--- config.mk ---
export PLATFORM = sky130hd
export DESIGN_NAME = uart_rx_fifo
export DESIGN_NICKNAME = d
export VERILOG_FILES = /design/src/rtl/uart_rxf_pkg.sv /design/src/rtl/rxf_store.sv /design/src/rtl/rxf_timer.sv /design/src/rtl/uart_rx_fifo.sv
export SDC_FILE = /design/constraint.sdc
export NUM_CORES = 1
export LEC_CHECK = 0
export BUFFER_PORTS_ARGS = -buffer_cell sky130_fd_sc_hd__buf_2
export CAP_MARGIN = 20
export CORE_UTILIZATION = 49
export DETAILED_ROUTE_END_ITERATION = 7
export GPL_TIMING_DRIVEN = 0
export HOLD_SLACK_MARGIN = 0.15
export PLACE_DENSITY_LB_ADDON = 0.05
export SYNTH_ARGS = -nofsm -noshare
export SYNTH_HDL_FRONTEND = slang
export SYNTH_SLANG_ARGS = --single-unit
--- constraint.sdc ---
create_clock -name clk -period 4 [get_ports clk]
set_input_delay 0.8 -clock clk [delete_from_list [all_inputs] [get_ports clk]]
set_output_delay 0.8 -clock clk [all_outputs]
set_load 0.01 [all_outputs]
--- src/rtl/uart_rxf_pkg.sv ---
package uart_rxf_pkg;

   typedef enum logic [1:0] {
      TRIG_ONE      = 2'b00,
      TRIG_FOUR     = 2'b01,
      TRIG_EIGHT    = 2'b10,
      TRIG_FOURTEEN = 2'b11
   } trig_sel_e;

   localparam int unsigned MAX_TRIG_LEVEL = 14;

   function automatic int unsigned trig_level(input logic [1:0] sel);
      case (trig_sel_e'(sel))
         TRIG_ONE:   return 1;
         TRIG_FOUR:  return 4;
         TRIG_EIGHT: return 8;
         default:    return MAX_TRIG_LEVEL;
      endcase
   endfunction

endpackage

--- src/rtl/rxf_store.sv ---
module rxf_store #(
   parameter int unsigned DEPTH = 16,
   parameter int unsigned W     = 8,
   localparam int unsigned CW   = $clog2(DEPTH + 1)
) (
   input  logic          clk,
   input  logic          rst_n,
   input  logic          flush,
   input  logic          push,
   input  logic          pop,
   input  logic [W-1:0]  wdata,
   output logic [W-1:0]  rdata,
   output logic [CW-1:0] count
);
   localparam int unsigned AW   = (DEPTH > 1) ? $clog2(DEPTH) : 1;
   localparam bit          POW2 = ((1 << AW) == DEPTH);

   logic [W-1:0]  mem [DEPTH];
   logic [AW-1:0] wr_ptr, rd_ptr, wr_nxt, rd_nxt;

   generate
      if (POW2) begin : g_wrap_free
         always_comb begin
            wr_nxt = wr_ptr + 1'b1;
            rd_nxt = rd_ptr + 1'b1;
         end
      end else begin : g_wrap_cmp
         always_comb begin
            wr_nxt = (wr_ptr == AW'(DEPTH - 1)) ? '0 : wr_ptr + 1'b1;
            rd_nxt = (rd_ptr == AW'(DEPTH - 1)) ? '0 : rd_ptr + 1'b1;
         end
      end
   endgenerate

   always_ff @(posedge clk) begin
      if (push && !flush) mem[wr_ptr] <= wdata;
   end

   always_ff @(posedge clk or negedge rst_n) begin
      if (!rst_n) begin
         wr_ptr <= '0;
         rd_ptr <= '0;
         count  <= '0;
      end else if (flush) begin
         wr_ptr <= '0;
         rd_ptr <= '0;
         count  <= '0;
      end else begin
         if (push) wr_ptr <= wr_nxt;
         if (pop)  rd_ptr <= rd_nxt;
         count <= count + CW'(push) - CW'(pop);
      end
   end

   assign rdata = mem[rd_ptr];

   a_r2_no_overflow: assert property (@(posedge clk) disable iff (!rst_n)
      (push && !pop) |-> (count < CW'(DEPTH)));
   a_r3_no_underflow: assert property (@(posedge clk) disable iff (!rst_n)
      pop |-> (count != '0));
   a_r2_count_bound: assert property (@(posedge clk) disable iff (!rst_n)
      count <= CW'(DEPTH));

endmodule

--- src/rtl/rxf_timer.sv ---
module rxf_timer #(
   parameter int unsigned CHARS = 4,
   localparam int unsigned TW   = $clog2(CHARS + 1)
) (
   input  logic clk,
   input  logic rst_n,
   input  logic clear,
   input  logic restart,
   input  logic holding,
   input  logic tick,
   input  logic ack,
   output logic irq
);
   logic [TW-1:0] cnt;

   generate
      if (CHARS < 1) begin : g_bad_chars
         $error("rxf_timer: CHARS must be at least 1");
      end
   endgenerate

   always_ff @(posedge clk or negedge rst_n) begin
      if (!rst_n)                         cnt <= '0;
      else if (clear || restart || !holding) cnt <= '0;
      else if (tick && cnt != TW'(CHARS))  cnt <= cnt + 1'b1;
   end

   always_ff @(posedge clk or negedge rst_n) begin
      if (!rst_n)               irq <= 1'b0;
      else if (clear || ack)    irq <= 1'b0;
      else if (holding && tick && !restart && cnt == TW'(CHARS - 1))
                                irq <= 1'b1;
   end

   a_r4_fire_needs_data: assert property (@(posedge clk) disable iff (!rst_n)
      $rose(irq) |-> $past(holding));
   a_r6_ack_clears: assert property (@(posedge clk) disable iff (!rst_n)
      ack |=> !irq);
   a_r5_restart_quiet: assert property (@(posedge clk) disable iff (!rst_n)
      (restart && !irq) |=> !irq);

endmodule

--- src/rtl/uart_rx_fifo.sv ---
module uart_rx_fifo
   import uart_rxf_pkg::*;
#(
   parameter int unsigned DEPTH         = 16,
   parameter int unsigned DATA_W        = 8,
   parameter int unsigned TIMEOUT_CHARS = 4
) (
   input  logic              clk,
   input  logic              rst_n,
   input  logic              fifo_en,
   input  logic [1:0]        trig_sel,
   input  logic              rx_valid,
   input  logic [DATA_W-1:0] rx_data,
   input  logic              rx_break,
   input  logic              rd_stb,
   input  logic              fifo_rst,
   input  logic              char_tick,
   output logic [DATA_W-1:0] rd_data,
   output logic              data_ready,
   output logic              break_flag,
   output logic              overrun,
   output logic              rda_irq,
   output logic              timeout_irq
);
   localparam int unsigned CW = $clog2(DEPTH + 1);

   generate
      if (DEPTH < MAX_TRIG_LEVEL) begin : g_bad_depth
         $error("uart_rx_fifo: DEPTH must reach the highest trigger level");
      end
   endgenerate

   logic [CW-1:0]     count, cap;
   logic [DATA_W-1:0] head, wbyte;
   logic              has_data, full, push, pop, drop, restart;

   assign cap      = fifo_en ? CW'(DEPTH) : CW'(1);
   assign has_data = (count != '0);
   assign full     = (count >= cap);
   assign push     = rx_valid && !full && !fifo_rst;
   assign drop     = rx_valid && full && !fifo_rst;
   assign pop      = rd_stb && has_data && !fifo_rst;
   assign wbyte    = rx_break ? '0 : rx_data;
   assign restart  = push || (pop && (count > CW'(1)));

   rxf_store #(.DEPTH(DEPTH), .W(DATA_W)) i_store (
      .clk   (clk),
      .rst_n (rst_n),
      .flush (fifo_rst),
      .push  (push),
      .pop   (pop),
      .wdata (wbyte),
      .rdata (head),
      .count (count)
   );

   rxf_timer #(.CHARS(TIMEOUT_CHARS)) i_timer (
      .clk     (clk),
      .rst_n   (rst_n),
      .clear   (fifo_rst || !fifo_en),
      .restart (restart),
      .holding (fifo_en && has_data),
      .tick    (char_tick),
      .ack     (pop),
      .irq     (timeout_irq)
   );

   always_ff @(posedge clk or negedge rst_n) begin
      if (!rst_n)        overrun <= 1'b0;
      else if (fifo_rst) overrun <= 1'b0;
      else if (drop)     overrun <= 1'b1;
   end

   always_ff @(posedge clk or negedge rst_n) begin
      if (!rst_n)                        break_flag <= 1'b0;
      else if (fifo_rst)                 break_flag <= 1'b0;
      else if (push && rx_break)         break_flag <= 1'b1;
      else if (pop && count == CW'(1))   break_flag <= 1'b0;
   end

   assign data_ready = has_data;
   assign rd_data    = has_data ? head : '0;
   assign rda_irq    = fifo_en ? (count >= CW'(trig_level(trig_sel))) : has_data;

   a_r8_reset_clears: assert property (@(posedge clk) disable iff (!rst_n)
      fifo_rst |=> (!data_ready && !timeout_irq && !overrun && !break_flag));
   a_r2_drop_flags: assert property (@(posedge clk) disable iff (!rst_n)
      drop |=> overrun);
   a_r7_last_read: assert property (@(posedge clk) disable iff (!rst_n)
      (pop && count == CW'(1) && !push) |=> (!data_ready && !break_flag));
   a_r9_break_sets: assert property (@(posedge clk) disable iff (!rst_n)
      (push && rx_break) |=> (break_flag && data_ready));
   a_r10_single_refuses: assert property (@(posedge clk) disable iff (!rst_n)
      (!fifo_en && has_data && rx_valid && !fifo_rst) |=> overrun);
   a_r10_no_timeout: assert property (@(posedge clk) disable iff (!rst_n)
      !fifo_en |=> !timeout_irq);
   a_r1_top_level: assert property (@(posedge clk) disable iff (!rst_n)
      (fifo_en && count >= CW'(MAX_TRIG_LEVEL)) |-> rda_irq);

endmodule

* Word-level counts from Yosys, hierarchy flattened
Memory sizes are Yosys's and may differ from the RTL's.
Cells that the tools add are included.
** Storage, ports and cells
- Flip-flop bits (word level) :: 19
- Latch bits :: 0
- Memory bits (writable) :: 128
- Bits in read-only memories :: 0
- Input port bits :: 18
- Output and inout bits :: 13
- Word-level logic and storage cells :: 75
- Memories :: 1
** Memory list
- i_store.mem :: depth 16, bits a word 8, read ports 1, clocked after Yosys merged registers in 0, write ports 1, line rxf_store.sv:18 : logic [W-1:0] mem [DEPTH];
** Operators by class
- Add/subtract/negate cells :: 5
- Multipliers :: 0
- Divide/modulo/power cells :: 0
- Order comparisons :: 3
- Eq/ne operators :: 5
- Shift-type cells :: 0
- Multiplexer cells :: 21
- Bitwise operators :: 0
- Reductions and logical operators :: 33
** Operators with widths (count)
- $mux W4 :: 4
- $mux W8 :: 2
- $logic_and A1 B1 Y1 :: 15
- $pmux W4 S3 :: 1
- $ge A5 B5 Y1 :: 2
- $mux W1 :: 10
- $mux W5 :: 2
- $reduce_bool A2 Y1 :: 5
- $add A4 B1 Y4 const B :: 2
- $mux W3 :: 2
- $add A5 B1 Y5 :: 1
- $eq A5 B1 Y1 const B :: 1
- $gt A5 B1 Y1 const B :: 1
- $logic_not A1 Y1 :: 5
- $logic_or A1 B1 Y1 :: 5
- $reduce_bool A5 Y1 :: 1
- $sub A5 B1 Y5 :: 1
- $add A3 B1 Y3 const B :: 1
- $eq A3 B2 Y1 const B :: 1
- $ne A3 B3 Y1 const B :: 1
- $reduce_bool A3 Y1 :: 1
- $eq A2 B1 Y1 const B :: 1
- $eq A2 B2 Y1 const B :: 1
- $logic_not A2 Y1 :: 1

* Depth between registers and ports, before layout
Gate-level depths: netlist of the first run.
- Word-level depth :: 11
- Mapped depth :: 16

* Hierarchy
A second synthesis of the first run with hierarchy kept.
** Unflattened totals
- Cells, all modules :: 383
- Area, all modules :: 6448.7 sq um
** Modules (own cells, without submodules)
- rxf_store :: times used 1, cells an instance 299, area an instance 5743.0 sq um
- uart_rx_fifo :: times used 1, cells an instance 60, area an instance 465.4 sq um
- rxf_timer :: times used 1, cells an instance 24, area an instance 240.2 sq um

* Least setup slack after synthesis of the first run
Ideal clock, no wire load.
- Path type :: in2reg
- Start point :: input port fifo_en
- End point :: memory i_store.mem[10][0], enable pin
- Arrival time :: 2731 ps
- Slack :: 871 ps
- Stages on the path :: 7
- Path buffers :: 1
- Cell sequence :: inv_1 -> ha_1 -> nand4b_1 -> and3b_1 -> clkbuf_1 -> nand3_1 -> nor4b_1
** On the way
- Word-level cells in the longest chain between the ends :: 8
** Ends and longest elaborated chain
- start, declared :: line uart_rx_fifo.sv:10 : input logic fifo_en,
- $mux W5 :: line uart_rx_fifo.sv:37 : assign cap = fifo_en ? CW'(DEPTH) : CW'(1);
- $ge A5 B5 Y1 :: line uart_rx_fifo.sv:39 : assign full = (count >= cap);
- $logic_not A1 Y1 :: line uart_rx_fifo.sv:40 : assign push = rx_valid && !full && !fifo_rst;
- $logic_and A1 B1 Y1 (2 in a row) :: line uart_rx_fifo.sv:40
- $logic_and A1 B1 Y1 :: line rxf_store.sv:36 : if (push && !flush) mem[wr_ptr] <= wdata;
- $mux W1 :: line rxf_store.sv:36
- $mux W1 (implied by the code) :: line rxf_store.sv:36
- end, declared :: line rxf_store.sv:18
Every way passes these cells.

* Worst setup path in the final report of the first run
- Start point :: register i_store.rd_ptr[0]
- End point :: output port rd_data[3]
** On the way
- Word-level cells in the longest chain between the ends :: 2
** Ends and longest elaborated chain
- start, declared :: line rxf_store.sv:19 : logic [AW-1:0] wr_ptr, rd_ptr, wr_nxt, rd_nxt;
- start signal, assigned :: line rxf_store.sv:50 : if (pop) rd_ptr <= rd_nxt;
- $mem_v2 Z16 W8
- $mux W8 :: line uart_rx_fifo.sv:82 : assign rd_data = has_data ? head : '0;
- end, declared :: line uart_rx_fifo.sv:18 : output logic [DATA_W-1:0] rd_data,
Every way passes these cells.

==> metrics.md, run 1 <==
| Metric | Value |
|---|---|
| Status | `finished clean` |
| Clock Tree Root | `clkbuf_16` |
| Latest clock arrival within the worst-skew pair | `410 ps` |
| Pwr/cell area | `586 mW/mm²` |
| Wire per inst | `21.1 µm` |
| CTS H-tree depth | `4` |
| Seq cells post-synth | `147` |
| Initial antenna violation count | `0` |
| Synth top area share | `58.6%` |
| Most used cell, CP | `buf_2` |
| Layout Nets | `490` |
| Crit-path max cell delay | `590 ps` |
| Async SR Flop Fraction | `12.9%` |
| DP Cell Count | `596` |
| Post-route insts no fill | `632` |
| Max-cap violations | `0` |
| Tcrit/Tclk final | `a little over four fifths` |
| Pins Over Slew Limit | `0` |
| Crit path time final | `3340 ps` |
| Initial core utilization | `between 50% and 60%` |
| CTS tree | `done` |
| Final WL | `13,300 µm` |
| GR Util All Layers | `20.8%` |
| RSZ-0062 raised after global routing | `false` |
| Clock Tree Buf Depth | `2` |
| Crit-path slowest cell | `mux4_2` |
| Critical Path Start Type | `flip-flop` |
| Final-report hold violation count | `0` |
| Sequential area share after synthesis | `65.9%` |
| Worst hold path type | `in2async` |
| Antenna Nets Post-Route | `0` |
| Clock Sinks | `between 100 and 150` |
| Drt drc | `0` |
| Leakage Power | `about 2.7 nW` |
| Hold_buf cts | `0` |
| Area after DPL | `0.00699 mm²` |
| Vias | `3,523` |
| Yosys top cell by area | `edfxtp_1` |
| Pre-Repair DR Iteration Count | `4` |
| Crit Path Max Fanout | `10` |
| DR vias/cell | `approximately 5.6` |
| Dpl hpwl | `9120 µm` |
| Most frequent cell after synthesis | `edfxtp_1` |
| Largest net degree at the start of global routing | `20` |
| RR Startpoint | `i_store.count[2]` |
| Port-buffer cells | `30` |
| Grt total ovfl | `0` |
| TritonCTS buffer count | `17` |
| Ranking of synthesized cells by area | `edfxtp_1, mux4_2, dfrtp_1` |
| Delay-heaviest family, CP | `multiplexers` |
| Clock skew | `about 8 ps` |
| Core ar. | `0.0128 mm²` |
| Peak supply drop | `0.339 mV` |
| Ant diodes | `0` |
| Row count | `41` |
| Layout cell share with drive strength beyond 1 | `approximately a quarter` |
| First-pass GRT wire length | `20,500 µm` |
| Worst-path clk slew | `60 ps` |
| Post-cts gate resize count | `0` |
| Cell variety after synth | `44` |
| Syn nets | `431` |
| Syn. warnings | `0` |
| Die Y | `approximately 120 µm` |
| Buf+Inv Stages, Crit Path | `3` |
| Internal reg-to-reg setup slack | `720 ps` |
| FMAX | `300 MHz` |
| Critical path cell sequence | `buf_2 -> buf_4 -> mux4_2 -> mux2i_1 -> a21oi_1 -> buf_2` |
| Commonest register cell after synthesis | `edfxtp_1` |
| Mapped cell area | `0.00656 mm²` |
| Finished Cell Area | `0.00754 mm²` |
| Die X | `118 µm` |
| Worst slew margin | `40.6%` |
| Critical Path RT | `3200 ps` |
| Post-synth EDFFs | `128` |
| Vias in the first global route | `3,522` |
| Gpl congestion | `0.763` |
| Post-CTS setup buffers | `0` |
| I/O pins | `31` |
| Mapped Avg Cell Area | `16.9 µm²` |
| Syn-to-layout area delta | `14.9%` |
| 1st-iter DRT viols | `208` |
| Crit. End Element | `output port` |
| Reg-to-reg endpoint | `i_store.count[4]` |
| Cell depth of the worst flop-to-flop path | `16` |
| Setup Viol. Count Final | `0` |
| Crit path arrival time | `2540 ps` |
| Worst-margin pin slew | `roughly 890 ps` |
| Critical path class | `reg2out` |
| Setup slack at placement | `just under 500 ps` |
| Syn Inst Count | `388` |
| Tot Pwr | `4.41 mW` |
| Die ar. | `0.0139 mm²` |
| Final worst slack | `663 ps` |
| Top post-synthesis cells by count | `edfxtp_1, ha_1, mux4_2` |
report_power, final:
part / internal (mW) / leakage, nW / switching (mW)
Clock: 0.843 / 0.252 / 0.554
Combinational: 0.562 / 1.05 / 0.673
Sequential: 1.73 / 1.43 / 0.0468
Total: 3.14 / 2.73 / 1.27
layout make-up:
type | count | area [µm²]
Clock buffer | 24 | 452
Sequential cell | 147 | 4320
Tap cell | 172 | 215
Fill cell | 1020 | 5290
Inverter | 22 | 82.6
Multi-Input combinational cell | 203 | 2010
Buffer | 16 | 158
Clock inverter | 8 | 61.3
Timing Repair Buffer | 40 | 236
flip-flops by register name (all words and copies together) (netlist names):
| name | count |
|---|---|
| i_timer.irq | 1 |
| i_timer.cnt | 3 |
| i_store.wr_ptr | 4 |
| overrun | 1 |
| i_store.count | 5 |
| i_store.mem | 128 |
| i_store.rd_ptr | 4 |
| break_flag | 1 |
logic make-up (layout without fill, tap and decap cells):
logic type,Yosys count,after routing,share of synthesized area [%]
and+or+nand+nor,76,76,6.51
adders and majority gates,25,25,4.88
DFF,147,147,65.9
muxes,49,49,14.2
buffers and inverters,38,110,3.66
AOI/OAI and AO/OA,46,46,3.95
xor gates and xnor gates,7,7,0.935
layout by cell type, fill, tap and decap left out, drive strengths merged, types with 8 or more instances in the layout:
cell,instances
nand3,10
dfrtp,19
mux2,9
nor2,17
o21ai,17
nor2b,11
a21oi,19
buf,50
and3,13
inv,22
ha,24
clkbuf,30
mux4,32
mux2i,8
edfxtp,128
worst max path at each step:
stage	start	endpoint	slack (ps)	cells past startpoint
finish	i_store.rd_ptr[0]	rd_data[3]	660	6
global route	i_store.rd_ptr[0]	rd_data[3]	540	6
CTS	i_store.rd_ptr[0]	rd_data[3]	620	6
detailed placement	fifo_rst	i_store.count[4]	490	13
global placement	fifo_en	i_store.mem[10][4]	-260	8
floorplan	fifo_en	i_store.mem[10][0]	870	7
per-stage QoR:
step	utilization, %	hold WS, ps	TNS [ps]
floorplan	-	504	0
global placement	54.0	502	-2100
detailed placement	54.5	516	0
CTS	58.5	335	0
global route	58.8	353	0
finish	58.8	337	0
metal layers:
| layer | global-route usage, % | wire, µm | vias up |
|---|---|---|---|
| met5 | 0 | 0 | - |
| met4 | 7.61 | 193 | 0 |
| met3 | 4.80 | 545 | 11 |
| met2 | 30.8 | 6160 | 80 |
| met1 | 30.2 | 6440 | 1799 |
| li1 | - | - | 1633 |
(Power assumes the default switching activity.)
==> inputs of run 2 (changes only) <==
clock period = 3.2 ns   (was 4 ns; I/O delays follow)
==> metrics.md, run 2 (synthesis results as in run 1) <==
| Metric | Value |
|---|---|
| Status | `finished clean` |
| Core ar. | `0.0128 mm² (unchanged)` |
| Setup Viol. Count Final | `0 (unchanged)` |
| Layout Nets | `490 (unchanged)` |
| I/O pins | `31 (unchanged)` |
| Initial antenna violation count | `0 (unchanged)` |
| GR Util All Layers | `20.8% (unchanged)` |
| Leakage Power | `2.73 nW (about the same)` |
| Dpl hpwl | `9120 µm (unchanged)` |
| FMAX | `327 MHz` |
| Leading registers by flop count | `i_store.mem (128), i_store.count (5)` |
| Pint | `3.94 mW (+26%)` |
| Largest net degree at the start of global routing | `20 (unchanged)` |
| Clock Tree Buf Depth | `2 (unchanged)` |
| Max reg flops | `128 (unchanged)` |
| Crit-path max cell delay | `410 ps (-180 ps)` |
| Die X | `118 µm (unchanged)` |
| Clock group share of total power | `31.5% (-0.2 points)` |
| 1st-iter DRT viols | `215 (+3.4%)` |
| Max-cap violations | `0 (unchanged)` |
| Internal reg-to-reg setup slack | `240 ps (-480 ps)` |
| RR Startpoint | `i_store.count[2]` |
| Post-route core utilization | `58.9% (+0.13 points)` |
| Worst slew margin | `40.7% (+0.16 points)` |
| Worst-margin pin slew | `886 ps (-2.45 ps)` |
| Commonest non-fill, non-tap cell in the layout | `edfxtp_1` |
| Row count | `41 (unchanged)` |
| Port-buffer cells | `30 (unchanged)` |
| Crit. End Element | `output port` |
| Top reg by flops | `i_store.mem` |
| Die ar. | `0.0139 mm² (unchanged)` |
| Worst hold path type | `in2async` |
| Pre-Repair DR Iteration Count | `4 (unchanged)` |
| Critical Path Start Type | `flip-flop` |
| Reg-to-reg endpoint | `i_store.count[4]` |
| Grt total ovfl | `0 (unchanged)` |
| Net Sw Frac | `29.0% (+0.11 points)` |
| Initial core utilization | `51.1% (unchanged)` |
| CTS tree | `done` |
| Pins Over Slew Limit | `0 (unchanged)` |
| Critical path cell sequence | `buf_6 -> buf_4 -> buf_2 -> mux4_2 -> mux2i_1 -> a21oi_1 -> buf_2` |
| Layout fillers | `1,019 (-0.098%)` |
| TritonCTS buffer count | `17 (unchanged)` |
| Peak supply drop | `0.432 mV (+27%)` |
| Hold_ws | `165 ps (-172 ps)` |
| Clock skew | `15.4 ps (+7.39 ps)` |
| Final-report hold violation count | `0 (unchanged)` |
| DR vias/cell | `5.53 (-0.71%)` |
| Worst-path clk slew | `60 ps (about the same)` |
| Layout cell share with drive strength beyond 1 | `25.9% (+1.5 points)` |
| Wire per inst | `21.2 µm (+0.35%)` |
| Antenna Nets Post-Route | `0 (unchanged)` |
| Ant diodes | `0 (unchanged)` |
| Pwr/cell area | `735 mW/mm² (+26%)` |
| Hold_buf cts | `0 (unchanged)` |
| Latest clock arrival within the worst-skew pair | `420 ps (about the same)` |
| Vias in the first global route | `3,522 (unchanged)` |
| Flop pwr share | `40.2% (-0.2 points)` |
| Most used cell, CP | `buf_2` |
| Commonest non-fill, non-tap cells in the layout | `edfxtp_1, buf_2, mux4_2, ha_1` |
| Tcrit/Tclk final | `95.6%` |
| Crit path time final | `3060 ps` |
| Critical Path RT | `2560 ps (-640 ps)` |
| Crit Path Max Fanout | `10 (unchanged)` |
| Sw Pwr | `1.61 mW (+26%)` |
| Crit-path slowest cell | `mux4_2` |
| Combinational share of power | `28.3% (+0.3 points)` |
| Cell depth of the worst flop-to-flop path | `16 (unchanged)` |
| CTS H-tree depth | `4 (unchanged)` |
| Gpl congestion | `0.763 (unchanged)` |
| First-pass GRT wire length | `20,500 µm (unchanged)` |
| Die Y | `118 µm (unchanged)` |
| Final WL | `13,400 µm (+0.35%)` |
| Crit path arrival time | `2420 ps (-120 ps)` |
| Syn-to-layout area delta | `15.1%` |
| Critical path class | `reg2out` |
| Clock Tree Root | `clkbuf_16` |
| Clock Sinks | `147 (unchanged)` |
| Vias | `3,498 (-0.71%)` |
| RSZ-0062 raised after global routing | `false` |
| Drt drc | `0 (unchanged)` |
==> run 2: cell counts in the layout (fill, tap and decap cells not counted) <==
Identical to the previous run, type by type.
==> run 2: how the worst max path moves through the flow <==
stage	from	endpoint	slack, ps	cells past startpoint
detailed placement	fifo_rst	i_store.count[4]	-150	13
finish	i_store.rd_ptr[1]	rd_data[3]	140	7
global route	i_store.rd_ptr[1]	rd_data[3]	3	7
global placement	fifo_en	i_store.mem[10][4]	-900	8
CTS	i_store.count[2]	i_store.count[4]	1	16
floorplan	fifo_en	i_store.mem[10][0]	230	7
==> run 2: final cells by class <==
type | instances | area, µm² | share of cell area (%)
sequential | 147 | 4320 | 57.2
multi-input combinational | 203 | 2030 | 26.8
clock buffer | 24 | 452 | 5.98
timing repair buffer | 40 | 236 | 3.13
tap | 172 | 215 | 2.85
buffer | 16 | 160 | 2.12
inverter | 22 | 82.6 | 1.09
clock inverter | 8 | 61.3 | 0.812
==> run 2: layer usage <==
layer	share of wire, %	global-route usage, %	vias to the layer above	wire length (µm)
met5	0	0	-	0
met4	1.3	7.61	0	170
met3	3.7	4.80	11	489
met2	46	30.8	77	6190
met1	49	30.2	1775	6550
li1	-	-	1635	-
==> run 2: power by group through the flow <==
stage / Combinational, mW / Clock, mW / Sequential (mW)
finish: 1.57 / 1.75 / 2.23
global route: 1.73 / 1.85 / 2.24
CTS: 1.57 / 1.77 / 2.23
detailed placement: 1.56 / 0 / 2.27
global placement: 1.53 / 0 / 2.26
floorplan: 1.10 / 0 / 2.25
==> run 2: what timing repair did <==
item                       CTS  global route
buffers inserted             0             0
gates resized for setup      3             6
setup endpoints to repair    2             1
==> run 2: through the flow <==
stage	power [mW]	worst slack [ps]	setup TNS [ps]	cell area, µm²	cells
finish	5.55	141	0	7550	632
global route	5.82	2.68	0	7550	632
CTS	5.57	1.13	0	7510	628
detailed placement	3.83	-147	-147	6990	596
global placement	3.79	-904	-10710	6920	590
floorplan	3.35	231	0	6560	388
==> run 2: critical path, delay by kind of cell (launching register included) <==
kind | cells | cell delay, ps
muxes | 2 | 670
AOI/OAI and AO/OA | 1 | 110
buffers and inverters | 4 | 860
DFF | 1 | 370
==> inputs of run 3 (changes only) <==
CORE_UTILIZATION = 61   (was 49)
==> metrics.md, run 3 (synthesis results as in run 1) <==
| Metric | Value |
|---|---|
| Largest net degree at the start of global routing | `20 (unchanged)` |
| Clock Tree Root | `clkbuf_8` |
| Critical path class | `reg2out` |
| CTS tree | `done` |
| Crit. Startpoint | `i_store.rd_ptr[1]` |
| Die ar. | `0.0112 mm² (-19%)` |
| Syn-to-layout area delta | `16.1%` |
| DP Cell Count | `556 (-6.7%)` |
| Top reg by flops | `i_store.mem` |
| Row count | `37 (-9.8%)` |
| Clock Sinks | `147 (unchanged)` |
| RR Startpoint | `i_store.count[3]` |
| Commonest non-fill, non-tap cell in the layout | `edfxtp_1` |
| DR vias/cell | `5.97 (+8.0%)` |
| Wire per inst | `21.4 µm (+0.81%)` |
| Max reg flops | `128 (unchanged)` |
| Initial antenna violation count | `0 (unchanged)` |
| Drt drc | `0 (unchanged)` |
| Clock skew | `8.15 ps (-7.21 ps)` |
| Cell depth of the worst flop-to-flop path | `16 (unchanged)` |
| Detail Route met2 WL | `6500 µm (+5.0%)` |
| Worst Hold Depth | `3` |
| Post-route met1 wirelength | `5360 µm (-18%)` |
| Critical Path Start Type | `flip-flop` |
| Vias | `3,579 (+2.3%)` |
| Hold Path End | `i_timer.irq` |
| Grt total ovfl | `0 (unchanged)` |
| Vias in the first global route | `3,669 (+4.2%)` |
| Post-route insts no fill | `599 (-5.2%)` |
| Pins Over Slew Limit | `0 (unchanged)` |
| Layout cell share with drive strength beyond 1 | `27.4% (+1.6 points)` |
| Internal reg-to-reg setup slack | `200 ps (-40 ps)` |
| Max-cap violations | `0 (unchanged)` |
| Tcrit/Tclk final | `95.4% (-0.24 points)` |
| Post-route core utilization | `73.4% (+15 points)` |
| Worst-path clk slew | `60 ps (about the same)` |
| Setup Viol. Count Final | `0 (unchanged)` |
| Crit path arrival time | `2410 ps (about the same)` |
| Final-report hold violation count | `0 (unchanged)` |
| Combinational share of power | `27.0% (-1.3 points)` |
| Pwr/cell area | `759 mW/mm² (+3.2%)` |
| Worst hold path type | `in2reg` |
| Gpl congestion | `0.795 (+4.2%)` |
| Latest clock arrival within the worst-skew pair | `530 ps (+110 ps)` |
| Pre-Repair DR Iteration Count | `5 (+1)` |
| Highest Signal Layer | `met4` |
| Clock Tree Buf Depth | `2 (unchanged)` |
| Final WL | `12,800 µm (-4.5%)` |
| 1st-iter DRT viols | `276 (+28%)` |
| Status | `finished clean` |
| Flop pwr share | `38.5% (-1.7 points)` |
| Crit. End Element | `output port` |
| Hold wc startpoint | `fifo_en` |
| Antenna Nets Post-Route | `0 (unchanged)` |
| Clock group share of total power | `34.5% (+3.0 points)` |
| GR Util All Layers | `25.5% (+4.7 points)` |
| Worst-margin pin slew | `888 ps (+2.36 ps)` |
| Commonest non-fill, non-tap cells in the layout | `edfxtp_1, buf_2, mux4_2, ha_1` |
| Layout fillers | `674 (-34%)` |
| Initial core utilization | `63.2% (+12 points)` |
| FMAX | `328 MHz (+0.25%)` |
| Dpl hpwl | `8580 µm (-5.9%)` |
| Net Sw Frac | `28.1% (-0.87 points)` |
| Peak supply drop | `0.515 mV (+19%)` |
| Die X | `106 µm (-10%)` |
| Leakage Power | `2.77 nW (+1.5%)` |
| Met3 WL | `791 µm (+62%)` |
| First-pass GRT wire length | `20,000 µm (-2.6%)` |
| Reg-to-reg endpoint | `i_store.count[4]` |
| TritonCTS buffer count | `17 (unchanged)` |
| Port-buffer cells | `30 (unchanged)` |
| Crit path time final | `3050 ps (-7.58 ps)` |
| I/O pins | `31 (unchanged)` |
| Worst slew margin | `40.6% (-0.16 points)` |
| CTS H-tree depth | `4 (unchanged)` |
| Die Y | `106 µm (-10%)` |
| Critical Path RT | `2560 ps (about the same)` |
| RSZ-0062 raised after global routing | `true` |
| Ant diodes | `0 (unchanged)` |
| Leading registers by flop count | `i_store.mem (128), i_store.count (5)` |
| Pint | `4.15 mW (+5.3%)` |
| Crit Path Max Fanout | `10 (unchanged)` |
| Sw Pwr | `1.62 mW (+0.93%)` |
| Hold_ws | `416 ps (+251 ps)` |
| Core ar. | `0.0104 mm² (-19%)` |
| Layout Nets | `493 (+0.61%)` |
run 3: timing repair:
item | 4_1_cts | 5_1_grt
hold buffers | 1 | 0
setup endpoints to repair | 4 | 7
cloned | 0 | 0
pin swaps | 0 | 1
buffers inserted | 0 | 2
gates resized for setup | 3 | 7
hold endpoints to repair | 19 | 0
run 3: layout make-up:
type | count | area [µm²] | share of cell area, %
plain buffers | 16 | 166 | 2.19
clock buffers | 18 | 418 | 5.49
clock inverters | 14 | 185 | 2.43
inverters | 22 | 82.6 | 1.08
multi-input cells | 203 | 2020 | 26.5
flip-flops and latches | 147 | 4320 | 56.7
well taps | 136 | 170 | 2.23
repair buffers | 43 | 254 | 3.34
run 3: through the flow:
step / area [µm²] / power, mW / setup TNS, ps / setup slack, ps
2_1_floorplan: 6560 / 3.35 / 0 / 231
3_3_place_gp: 6880 / 3.75 / -9570 / -801
3_5_place_dp: 6910 / 3.79 / -69.2 / -69.2
4_1_cts: 7520 / 5.79 / 0 / 21.1
5_1_grt: 7610 / 6.06 / -23.1 / -23.1
6_report: 7610 / 5.78 / 0 / 149
run 3: power groups by stage:
| stage | logic [mW] | clock network, mW | registers (mW) |
|---|---|---|---|
| 6_report | 1.56 | 1.99 | 2.23 |
| 5_1_grt | 1.73 | 2.09 | 2.24 |
| 4_1_cts | 1.54 | 2.02 | 2.23 |
| 3_5_place_dp | 1.53 | 0 | 2.26 |
| 3_3_place_gp | 1.49 | 0 | 2.26 |
| 2_1_floorplan | 1.10 | 0 | 2.25 |
run 3: worst max path at each step:
stage	endpoint	cells after the start	slack [ps]
final	rd_data[0]	7	150
after global routing	i_store.count[4]	16	-20
after CTS	i_store.count[4]	16	20
after detailed placement	i_store.count[4]	13	-70
after global placement	i_store.mem[10][3]	8	-800
after floorplan	i_store.mem[10][0]	7	230
run 3: critical path: stages (launching register included):
cell and delay (ps):
dfrtp_1 370, buf_6 160, buf_12 150, mux4_2 490, mux2_2 300, o21ai_0 180
a21oi_1 90, buf_2 150
run 3: metal layers:
layer  global-route usage (%)  vias to the layer above
li1                         -                     1638
met1                     34.5                     1810
met2                     41.8                      116
met3                     5.32                       15
met4                     8.53                        0
met5                        0                        -
